### src/rtl/vfs_pkg.sv
package vfs_pkg;

    typedef enum logic [1:0] {
        ST_LINE = 2'd0,
        ST_HGAP = 2'd1,
        ST_VGAP = 2'd2
    } raster_state_e;

    typedef struct packed {
        logic sof;
        logic eol;
    } pix_mark_t;

endpackage

### src/rtl/vfs_gap_regs.sv
module vfs_gap_regs #(
    parameter int HGAP_W   = 12,
    parameter int VGAP_W   = 8,
    parameter int HGAP_DEF = 280,
    parameter int VGAP_DEF = 45
) (
    input  logic              clk,
    input  logic              rst_n,
    input  logic              frame_done,
    input  logic [HGAP_W-1:0] cfg_hgap,
    input  logic [VGAP_W-1:0] cfg_vgap,
    output logic [HGAP_W-1:0] hgap,
    output logic [VGAP_W-1:0] vgap
);

    localparam logic [HGAP_W-1:0] HG_RST = HGAP_W'(HGAP_DEF);
    localparam logic [VGAP_W-1:0] VG_RST = VGAP_W'(VGAP_DEF);

    // working copies change only at a frame hand-over
    always_ff @(posedge clk) begin
        if (!rst_n) begin
            hgap <= HG_RST;
            vgap <= VG_RST;
        end else if (frame_done) begin
            hgap <= cfg_hgap;
            vgap <= cfg_vgap;
        end
    end

endmodule

### src/rtl/vfs_raster_fsm.sv
module vfs_raster_fsm
    import vfs_pkg::*;
#(
    parameter int ACT_W  = 1920,
    parameter int ACT_H  = 1080,
    parameter int HGAP_W = 12,
    parameter int VGAP_W = 8
) (
    input  logic              clk,
    input  logic              rst_n,
    input  logic              out_busy,
    input  logic              take,
    input  logic [HGAP_W-1:0] hgap,
    input  logic [VGAP_W-1:0] vgap,
    output logic              fetch_ok,
    output pix_mark_t         fetch_mark,
    output logic              frame_done
);

    localparam int COL_W = (ACT_W > 1) ? $clog2(ACT_W) : 1;
    localparam int ROW_W = (ACT_H > 1) ? $clog2(ACT_H) : 1;
    localparam int LEN_W = ((HGAP_W > COL_W) ? HGAP_W : COL_W) + 1;
    localparam int VC_W  = VGAP_W + 1;
    localparam logic [COL_W-1:0] COL_LAST = COL_W'(ACT_W - 1);
    localparam logic [ROW_W-1:0] ROW_LAST = ROW_W'(ACT_H - 1);

    raster_state_e st_q, st_d;

    logic [COL_W-1:0]  col_q;
    logic [ROW_W-1:0]  row_q;
    logic [LEN_W-1:0]  gcnt_q;
    logic [VGAP_W-1:0] vcnt_q;

    logic             col_last, row_last, frame_gap;
    logic             hgap_zero, vgap_zero;
    logic [LEN_W-1:0] line_len, gcnt_inc;
    logic [VC_W-1:0]  vcnt_inc;
    logic             hgap_end, vline_end, vgap_end;

    always_comb begin
        col_last  = (col_q == COL_LAST);
        row_last  = (row_q == ROW_LAST);
        frame_gap = (row_q == '0);
        hgap_zero = (hgap == '0);
        vgap_zero = (vgap == '0);
        line_len  = LEN_W'(ACT_W) + LEN_W'(hgap);
        gcnt_inc  = gcnt_q + LEN_W'(1);
        vcnt_inc  = {1'b0, vcnt_q} + VC_W'(1);
        hgap_end  = (st_q == ST_HGAP) && !out_busy && (gcnt_inc == LEN_W'(hgap));
        vline_end = (st_q == ST_VGAP) && !out_busy && (gcnt_inc == line_len);
        vgap_end  = vline_end && (vcnt_inc == {1'b0, vgap});
    end

    // state register
    always_ff @(posedge clk) begin
        if (!rst_n) st_q <= ST_LINE;
        else        st_q <= st_d;
    end

    // next state
    always_comb begin
        st_d = st_q;
        unique case (st_q)
            ST_LINE: begin
                if (take && col_last) begin
                    if (!hgap_zero)                st_d = ST_HGAP;
                    else if (row_last && !vgap_zero) st_d = ST_VGAP;
                end
            end
            ST_HGAP: begin
                if (hgap_end) st_d = (frame_gap && !vgap_zero) ? ST_VGAP : ST_LINE;
            end
            ST_VGAP: begin
                if (vgap_end) st_d = ST_LINE;
            end
            default: st_d = ST_LINE;
        endcase
    end

    // outputs
    always_comb begin
        fetch_ok   = 1'b0;
        frame_done = 1'b0;
        unique case (st_q)
            ST_LINE: begin
                fetch_ok   = 1'b1;
                frame_done = take && col_last && row_last && hgap_zero && vgap_zero;
            end
            ST_HGAP: begin
                fetch_ok   = hgap_end && !(frame_gap && !vgap_zero);
                frame_done = hgap_end && frame_gap && vgap_zero;
            end
            ST_VGAP: begin
                fetch_ok   = vgap_end;
                frame_done = vgap_end;
            end
            default: begin
                fetch_ok   = 1'b0;
                frame_done = 1'b0;
            end
        endcase
        fetch_mark.sof = (col_q == '0) && (row_q == '0);
        fetch_mark.eol = col_last;
    end

    // raster position of the next pixel to fetch
    always_ff @(posedge clk) begin
        if (!rst_n) begin
            col_q <= '0;
            row_q <= '0;
        end else if (take) begin
            col_q <= col_last ? '0 : col_q + COL_W'(1);
            if (col_last) row_q <= row_last ? '0 : row_q + ROW_W'(1);
        end
    end

    // blank counters, advanced only while the output stage is empty
    always_ff @(posedge clk) begin
        if (!rst_n) begin
            gcnt_q <= '0;
            vcnt_q <= '0;
        end else begin
            if (st_d != st_q)
                gcnt_q <= '0;
            else if ((st_q != ST_LINE) && !out_busy)
                gcnt_q <= vline_end ? '0 : gcnt_inc;

            if (st_q != ST_VGAP)
                vcnt_q <= '0;
            else if (vline_end)
                vcnt_q <= vcnt_inc[VGAP_W-1:0];
        end
    end

endmodule

### src/rtl/vfs_out_reg.sv
module vfs_out_reg
    import vfs_pkg::*;
#(
    parameter int DATA_W = 24
) (
    input  logic              clk,
    input  logic              rst_n,
    input  logic              take,
    input  logic [DATA_W-1:0] in_data,
    input  pix_mark_t         in_mark,
    input  logic              m_tready,
    output logic              slot_free,
    output logic              busy,
    output logic [DATA_W-1:0] m_tdata,
    output logic              m_tuser,
    output logic              m_tlast
);

    logic        vld_q;
    logic [DATA_W-1:0] dat_q;
    pix_mark_t   mrk_q;

    always_ff @(posedge clk) begin
        if (!rst_n) begin
            vld_q <= 1'b0;
            dat_q <= '0;
            mrk_q <= '0;
        end else if (slot_free) begin
            vld_q <= take;
            if (take) begin
                dat_q <= in_data;
                mrk_q <= in_mark;
            end
        end
    end

    always_comb begin
        slot_free = !vld_q || m_tready;
        busy      = vld_q;
        m_tdata   = dat_q;
        m_tuser   = mrk_q.sof;
        m_tlast   = mrk_q.eol;
    end

endmodule

### src/rtl/video_frame_streamer.sv
module video_frame_streamer
    import vfs_pkg::*;
#(
    parameter int DATA_W   = 24,
    parameter int ACT_W    = 1920,
    parameter int ACT_H    = 1080,
    parameter int HGAP_W   = 12,
    parameter int VGAP_W   = 8,
    parameter int HGAP_DEF = 280,
    parameter int VGAP_DEF = 45
) (
    input  logic              clk,
    input  logic              rst_n,
    input  logic [HGAP_W-1:0] cfg_hgap,
    input  logic [VGAP_W-1:0] cfg_vgap,
    input  logic [DATA_W-1:0] src_data,
    input  logic              src_valid,
    output logic              src_ready,
    output logic [DATA_W-1:0] m_tdata,
    output logic              m_tvalid,
    input  logic              m_tready,
    output logic              m_tuser,
    output logic              m_tlast
);

    logic              fetch_ok, slot_free, busy, take, frame_done;
    pix_mark_t         fetch_mark;
    logic [HGAP_W-1:0] hgap;
    logic [VGAP_W-1:0] vgap;

    always_comb begin
        src_ready = fetch_ok && slot_free;
        take      = src_ready && src_valid;
        m_tvalid  = busy;
    end

    vfs_gap_regs #(
        .HGAP_W  (HGAP_W),
        .VGAP_W  (VGAP_W),
        .HGAP_DEF(HGAP_DEF),
        .VGAP_DEF(VGAP_DEF)
    ) u_gaps (
        .clk       (clk),
        .rst_n     (rst_n),
        .frame_done(frame_done),
        .cfg_hgap  (cfg_hgap),
        .cfg_vgap  (cfg_vgap),
        .hgap      (hgap),
        .vgap      (vgap)
    );

    vfs_raster_fsm #(
        .ACT_W (ACT_W),
        .ACT_H (ACT_H),
        .HGAP_W(HGAP_W),
        .VGAP_W(VGAP_W)
    ) u_fsm (
        .clk       (clk),
        .rst_n     (rst_n),
        .out_busy  (busy),
        .take      (take),
        .hgap      (hgap),
        .vgap      (vgap),
        .fetch_ok  (fetch_ok),
        .fetch_mark(fetch_mark),
        .frame_done(frame_done)
    );

    vfs_out_reg #(
        .DATA_W(DATA_W)
    ) u_out (
        .clk      (clk),
        .rst_n    (rst_n),
        .take     (take),
        .in_data  (src_data),
        .in_mark  (fetch_mark),
        .m_tready (m_tready),
        .slot_free(slot_free),
        .busy     (busy),
        .m_tdata  (m_tdata),
        .m_tuser  (m_tuser),
        .m_tlast  (m_tlast)
    );

endmodule

### config.mk
export PLATFORM = sky130hd
export DESIGN_NAME = video_frame_streamer
export DESIGN_NICKNAME = d
export VERILOG_FILES = /design/src/rtl/vfs_pkg.sv /design/src/rtl/vfs_gap_regs.sv /design/src/rtl/vfs_raster_fsm.sv /design/src/rtl/vfs_out_reg.sv /design/src/rtl/video_frame_streamer.sv
export SDC_FILE = /design/constraint.sdc
export NUM_CORES = 1
export LEC_CHECK = 0
export CAP_MARGIN = 20
export CORE_MARGIN = 3
export CORE_UTILIZATION = 49
export CTS_CLUSTER_DIAMETER = 80
export CTS_CLUSTER_SIZE = 40
export DETAILED_ROUTE_END_ITERATION = 8
export HOLD_SLACK_MARGIN = 0.03
export PLACE_DENSITY_LB_ADDON = 0.15
export SLEW_MARGIN = 10
export SYNTH_ARGS = -nofsm -noshare
export SYNTH_HDL_FRONTEND = slang
export SYNTH_SLANG_ARGS = --single-unit
### constraint.sdc
create_clock -name clk -period 2.8 [get_ports clk]
set_input_delay 0.28 -clock clk [delete_from_list [all_inputs] [get_ports clk]]
set_output_delay 0.28 -clock clk [all_outputs]
set_load 0.05 [all_outputs]
==> results, run 1 <==
- Summed over all layers, the global routing overflow is 0.
- The final clock skew is 9.347 ps.
- The xor-xnor portion of the synthesized cell area is 6.357%.
- The number of instances in the synthesized netlist is 642.
- The first detailed-routing pass took 5 iterations.
- Of all cell types, the one taking the most synthesized area is dfxtp_1.
- Setup repair after global routing could not meet its margin everywhere.
- STA classifies the critical path startpoint as a register.
- For the worst setup path, the data arrival time is 2640 ps.
- The post-synthesis share of cell area spent on and, or, nand and nor gates is 26.95%.
- The count of pins over their slew limit is 0.
- In this run the power density over the cells is 411.3 mW/mm^2.
- The maximum number of pins on one net before global-route repair is 35.
- The first global-routing pass estimated 22.91 mm of wire.
- At the end of routability-driven placement, the weighted congestion stood at 0.9076.
- The initial utilization of the core area, before any placement, comes to 51.21%.
- The per-cell via count in the routed design is 5.976.
- The relative area change from synthesis to final layout is 30.29%.
- The final critical-path required period is 2918 ps.
- Of the total synthesized cell area, the portion taken by full adders, half adders and majority gates is 1.718%.
- The number of antenna violations at the first check in global routing is 0.
- The height of the die is 108.0 um.
- The standby leakage power is 0.002484 uW.
- The final layout contains routed wiring with a total length of 14.11 mm.
- The depth of the CTS H-tree is 3.
- Counting flops with a built-in enable in the synthesized netlist gives 0.
- The total instance count after detailed placement is 844.
- The final cycle utilization of the critical path is 104.2%.
- The most repeated cell in the gate-level netlist after synthesis is dfxtp_1.
- The count of nets left with antenna violations once routing finished came out at 0.
- The share of layout cells above drive strength 1 is 15.09%.
- The number of input and output port buffers inserted is 75.
- The total of warnings raised by yosys is 0.
- The type of element capturing the critical path is a primary output.
- In the post-synthesis netlist, the biggest area contributors are dfxtp_1 36%, a21oi_1 6.6%, mux2i_1 4.9%.
- Summing the areas of all compound-gate instances in the mapped netlist gives 18.46% of the synthesized area.
- After layout, the worst setup slack is -117.8 ps.
- The number of storage elements in the synthesis netlist is 92.
- Clock-pin slew was measured on the worst setup and hold paths at 90 ps.
- TritonCTS created 9 clock buffers.
- The first-iteration detailed-routing DRC count is 358.
- The clock tree from TritonCTS is built.
- Along the worst path, the maximum fanout reaches 6.
- VDD sags by at most 293.2 uV.
- The area of the mapped netlist is 0.005097 sq mm.
- The critical path is of the register to primary output type.
- The post-synthesis average cell area is 7.940 sq um.
- The post-synthesis async set-or-reset flop share is 0%.
- In the final routed layout, each cell accounts on average for 16.37 um.
- The number of different library cells used by synthesis comes to 62.
- For the pin with the worst max-slew slack, the measured transition is 515.5 ps.
- The remaining max-slew budget at the tightest pin is 65.53%.
- Sequential cells were found to cover 36.13% of the synthesized design area.
- Counting every sink on the clock net gives 92.
- After the last flow step, the layout net total stands at 780.
- For this run, the leading register cell type out of synthesis is dfxtp_1.
- The post-synthesis mux area share is 4.909%.
- The commonest cells after synthesis are 92 x dfxtp_1, 67 x a21oi_1, 56 x nand2_1, 50 x o21ai_0, 46 x nand3_1.
- For the worst-skew pair, the clock arrives at the later sink with an insertion delay of 370 ps.
- The required time of the worst setup path is 2520 ps.
- The count of placed standard cells in the final layout, fillers left out is 862.
- After routing, the total negative slack on setup checks comes to -292.4 ps.
- The floorplan step set the die width to 108.0 um.
- The detailed-route DRC error count is 0.
- The count of pins on the block boundary is 76.
- The number of global-route vias before repair is 4,845.
- The repair_antennas step left the layout with diodes totalling 0.
- The max-cap check violation count is 0.
- The floorplan row count is 36.
- The tightest hold path in the finished design has a slack of 464.3 ps.
- After synthesis, the largest family of logic cells by area is simple AND/OR/NAND/NOR gates.
- Detailed routing inserted a total of 5,151 vias.
- Setup violations remaining at the end of the flow were counted as 11.
- The run finished, with violations left.
- The share of the synthesized area in the top cell type is 36.13%.
- Global routing consumed, over all layers together, 23.99% of the routing resources.
- The cell sitting at the root of the clock tree is a clkbuf_8.
- The net count after synthesis is 697.
- The design draws 2732 uW.
- The final reports fail on setup timing.
- The final count of hold timing violations is 0.
- The estimated wirelength of the detail-placed design is 9.595 mm.
- The longest clock path from root to sink contains 2 buffers.
- The die area is 0.01166 sq mm.
- The worst hold path belongs to the class primary input to register.
- Derived from the worst setup path, the maximum achievable clock frequency is 342.7 MHz.
- The placeable core region is 0.009955 sq mm.
layout by cell type, fill, tap and decap left out, types with 12 or more instances in the layout:
cell,netlist,final
dfxtp_1,92,85
clkdlybuf4s50_1,0,74
a21oi_1,67,62
nand2_1,56,55
nand3_1,46,46
o21ai_0,50,42
nor2_1,38,37
buf_4,2,37
mux2i_1,25,25
xor2_1,20,18
inv_1,18,17
nand4_1,17,17
xnor2_1,17,16
o31ai_1,14,13
or3_1,12,12
or4_1,13,12
metal layers:
| layer | share of wire [%] | global-route usage, % |
|---|---|---|
| met2 | 47 | 38.28 |
| met3 | 7.5 | 4.955 |
| met5 | 0 | 0 |
| met4 | 1.5 | 9.107 |
| met1 | 44 | 32.02 |
worst max-delay path, stage by stage, from the launching register on:
cell	delay (ps)
dfxtp_2	370
buf_4	150
and4_4	250
nand4_1	140
xnor2_2	210
a2111oi_4	390
a41oi_2	190
buf_4	190
o21ai_4	80
and2_4	180
buf_12	130
power breakdown:
part	internal, uW	switching [uW]
sequential	1330	15.7
combinational	132	177
clock	591	483
area by class of cell:
type	count	area, sq um
repair buffers	119	1149
clock inverters	4	98.84
clock buffers	11	131.4
inverters	19	71.32
well taps	133	166.4
multi-input cells	484	3174
fillers	820	3313
flip-flops and latches	92	1851
cells by family after synthesis:
logic type	Yosys count
compound gates	159
xor+xnor	37
fa+ha+maj	7
buf+inv	66
flops	92
mux	25
simple gates	256
path summary, 6_finish.rpt:
kind                          start                end  slack [ps]  depth (start not counted)
hold reg to reg   u_out.m_tdata[18]  u_out.m_tdata[18]         480                          2
setup / recovery    u_fsm.gcnt_q[0]          src_ready        -120                         10
setup reg to reg    u_fsm.gcnt_q[0]     u_fsm.row_q[7]         -40                         10
hold / removal          cfg_hgap[2]     u_gaps.hgap[2]         460                          3
sequential cells by signal, indices dropped and copies added (netlist names), 2 cells and up:
| name | cells |
|---|---|
| u_gaps.hgap | 12 |
| u_fsm.row_q | 11 |
| u_fsm.st_q | 2 |
| u_fsm.col_q | 11 |
| u_fsm.vcnt_q | 8 |
| u_gaps.vgap | 8 |
| u_fsm.gcnt_q | 13 |
| u_out.m_tdata | 24 |
timing repair:
action,in CTS,in global routing
hold buffers,0,0
setup buffers,3,0
pin swaps,8,2
gates cloned,0,1
setup endpoints to repair,16,71
resized for setup,26,36
stage by stage:
step	utilization, %	setup slack (ps)	cell area (sq um)
finish	66.72	-117.8	6641
floorplan	-	5.859	5107
detailed placement	61.79	-57.40	6151
global placement	61.79	51.53	6151
CTS	65.49	-57.88	6519
global route	66.72	-251.2	6641
No activity file was read; power rests on OpenSTA's default activity.
==> run 2: changes to the inputs <==
--- a/config.mk
+++ b/config.mk
@@ -6,13 +6,13 @@
 export NUM_CORES = 1
 export LEC_CHECK = 0
 export CAP_MARGIN = 20
-export CORE_MARGIN = 3
+export CORE_MARGIN = 2
 export CORE_UTILIZATION = 49
 export CTS_CLUSTER_DIAMETER = 80
 export CTS_CLUSTER_SIZE = 40
 export DETAILED_ROUTE_END_ITERATION = 8
 export HOLD_SLACK_MARGIN = 0.03
-export PLACE_DENSITY_LB_ADDON = 0.15
+export PLACE_DENSITY = 0.81
 export SLEW_MARGIN = 10
 export SYNTH_ARGS = -nofsm -noshare
 export SYNTH_HDL_FRONTEND = slang
==> constraint.sdc (replaced) <==
create_clock -name clk -period 2.5 [get_ports clk]
set_input_delay 0.25 -clock clk [delete_from_list [all_inputs] [get_ports clk]]
set_output_delay 0.25 -clock clk [all_outputs]
set_load 0.05 [all_outputs]
==> results, run 2 (synthesis results as in run 1) <==
- The number of routed nets with antenna violations is 0 (unchanged).
- The multi-input logic area is 0.003391 sq mm (+6.8%).
- The overall fraction of global-route tracks in use came to 29.91% (+5.9 points).
- The setup TNS is -26,260 ps (-25,970 ps).
- The number of buffers on the longest clock path came to 2 (unchanged).
- The total power divided by cell area is 383.0 mW/mm^2 (-6.9%).
- The overall overflow remaining after global route came to 0 (unchanged).
- The wire length of the first global-routing pass is 27.39 mm (+20%).
- Compared with the post-synthesis result, the final layout area differs by 47.10%.
- The depth of the CTS H-tree is 3 (unchanged).
- The final count of hold timing violations came to 0 (unchanged).
- The height of the die was 106.0 um (-1.9%).
- The data arrival at the endpoint of the critical path is 2700 ps (+60 ps).
- The final net count is 851 (+9.1%).
- The antenna diode instance count is 0 (unchanged).
- Setup repair after global routing could not meet its margin everywhere.
- On the critical path the largest part of the delay comes from simple AND/OR/NAND/NOR gates.
- The detailed-route wire length per cell was 18.34 um (+12%).
- The initial core utilization is 49.82% (-1.4 points).
- Traced cell by cell, the critical path runs through buf_4 > xor2_1 > a21oi_1 > nor4b_1 > and4_2 > nand4b_4 > buf_6 > o21ai_4 > and2_4 > buf_12.
- The maximum fanout encountered on the critical timing path is 6 (unchanged).
- The flip-flop count of the largest register after layout was 24 (unchanged).
- The final critical-path required period is 2954 ps.
- The max-cap check violation count is 0 (unchanged).
- The final clock skew is 10.41 ps (+1.063 ps).
- The die area came to 0.01123 sq mm (-3.7%).
- The required time of the worst setup path is 2250 ps (-270 ps).
- The estimated wirelength of the detail-placed design is 10.36 mm (+8.0%).
- The maximum frequency from static timing analysis is 338.5 MHz.
- The stage delay of the slowest cell on the critical path is 460 ps (+70 ps).
- The register area is 0.001856 sq mm (+0.27%).
- The worst setup path is launched from a register.
- The final design utilization was 73.29% (+6.6 points).
- The library cells used most frequently in the layout, excluding fill and tap cells, are 88 x buf_4, 85 x dfxtp_1, 74 x clkdlybuf4s50_1.
- The highest ir drop seen on vdd is 337.4 uV (+15%).
- The buffer cell driving the clock tree root is clkbuf_8.
- The buffering stage count on the worst path with inverters included came to 3 (unchanged).
- The share of layout cells above drive strength 1 is 27.09% (+12 points).
- In this run the worst hold path is classified as primary input to register.
- The worst setup path is captured at a primary output.
- The number of sinks handled by clock tree synthesis is 92 (unchanged).
- The maximum number of pins on one net before global-route repair is 35 (unchanged).
- The clock-pin slew on the worst setup and hold paths is 100 ps (about the same).
- The iteration count of the initial detailed-routing pass is 7 (+2).
- The number of vias after detailed routing is 5,694 (+11%).
- The count of pins over their slew limit is 0 (unchanged).
- The final cycle utilization of the critical path is 118.2%.
- The remaining max-slew budget at the tightest pin is 64.73% (-0.80 points).
- The path type of the worst setup path is register to primary output.
- The number of filler instances in the final layout was 695 (-15%).
- The number of antenna violations at the first check in global routing is 0 (unchanged).
- The placeable core region is 0.01023 sq mm (+2.8%).
- The per-cell via count in the routed design was 6.077 (+1.7%).
- The number of global-route vias before repair is 5,845 (+21%).
- The clock buffer count from CTS came to 9 (unchanged).
- The first-iteration detailed-routing DRC count is 454 (+27%).
- The total chip power came to 2872 uW (+5.1%).
- The width of the die is 106.0 um (-1.9%).
- The detailed-route DRC error count is 1 (+1).
- The quantity of hold-fixing buffers added after cts was 0 (unchanged).
- The setup-violating endpoint count in the final report is 92 (+81).
- The clock tree from TritonCTS is built.
- The final reports fail on DRC, setup timing.
- The number of input and output port buffers inserted is 75 (unchanged).
- The run finished, with violations left.
- The floorplan row count is 37 (+2.8%).
- The worst path setup slack after routing was -454.4 ps (-336.5 ps).
- Leaving out fill and tap cells, the most frequent cell in the layout is buf_4.
- The final weighted congestion in routability-driven placement is 0.8798 (-3.1%).
- The standby leakage power came to 0.002898 uW (+17%).
- The post-detailed-routing wire length is 17.19 mm (+22%).
- The clock insertion delay at the later pin of the skew report is 380 ps (about the same).
- The slew of the pin with the lowest slew margin is 527.4 ps (+11.91 ps).
- Among all stages on the critical path, the largest delay is contributed by dfxtp_1.
- The count of pins on the block boundary is 76 (unchanged).
==> run 2: cell count changes in the layout (fill, tap and decap cells not counted), moves of 7 or more <==
cell     before  now
a21oi_2       5   18
buf_4        37   88
nand3_1      46   39
nand3_2       1    8
buf_6         4   13
a21oi_1      62   49
==> run 2: worst reg2reg max path: stages (launching register included) <==
cell and delay, ps:
dfxtp_1 460, buf_4 160, xor2_1 220, a21oi_1 120, nor4b_1 310, and4_2 330
nand4b_4 120, buf_4 160, o21a_4 280, or4_1 470, a21oi_1 190
==> run 2: routing by layer <==
layer	share of wire [%]	vias to the layer above	track usage, %
li1	-	2628	-
met1	38	2697	33.02
met2	50	300	53.55
met3	7.9	69	7.787
met4	4.1	0	13.82
met5	0	-	0
==> run 2: timing repair <==
item | 4_1_cts | 5_1_grt
buffers inserted | 30 | 2
gates resized for setup | 68 | 49
gates cloned | 5 | 1
setup endpoints to repair | 92 | 93
pin swaps | 28 | 19
==> run 2: final timing paths <==
check	start	end	slack (ps)	cells past startpoint
setup reg to reg	u_fsm.gcnt_q[7]	u_fsm.row_q[4]	-420	10
setup / recovery	u_fsm.gcnt_q[7]	src_ready	-450	10
hold / removal	cfg_hgap[11]	u_gaps.hgap[11]	420	3
hold reg to reg	u_out.m_tdata[21]	u_out.m_tdata[21]	480	2
==> run 2: stage by stage <==
stage	setup WS, ps	hold WS [ps]	cell area, sq um	std cells
2_1_floorplan	-108.1	388.8	5166	642
3_3_place_gp	-200.0	459.5	6533	889
3_5_place_dp	-309.4	468.8	6533	889
4_1_cts	-423.0	413.7	7303	939
5_1_grt	-489.8	429.3	7498	937
6_report	-454.4	421.3	7498	937
==> run 2: where the power goes <==
group / internal [uW] / switching (uW) / total, uW
registers: 1490 / 15.4 / 1510
clock network: 398 / 587 / 985
logic: 162 / 218 / 380
==> run 2: final cells by class <==
type                       count  area share (%)
clock buffer                  10           1.835
clock inverter                 6          0.6007
inverter                      19          0.9511
multi-input combinational    486           45.22
sequential                    92           24.75
tap                          136           2.269
timing repair buffer         188           24.38
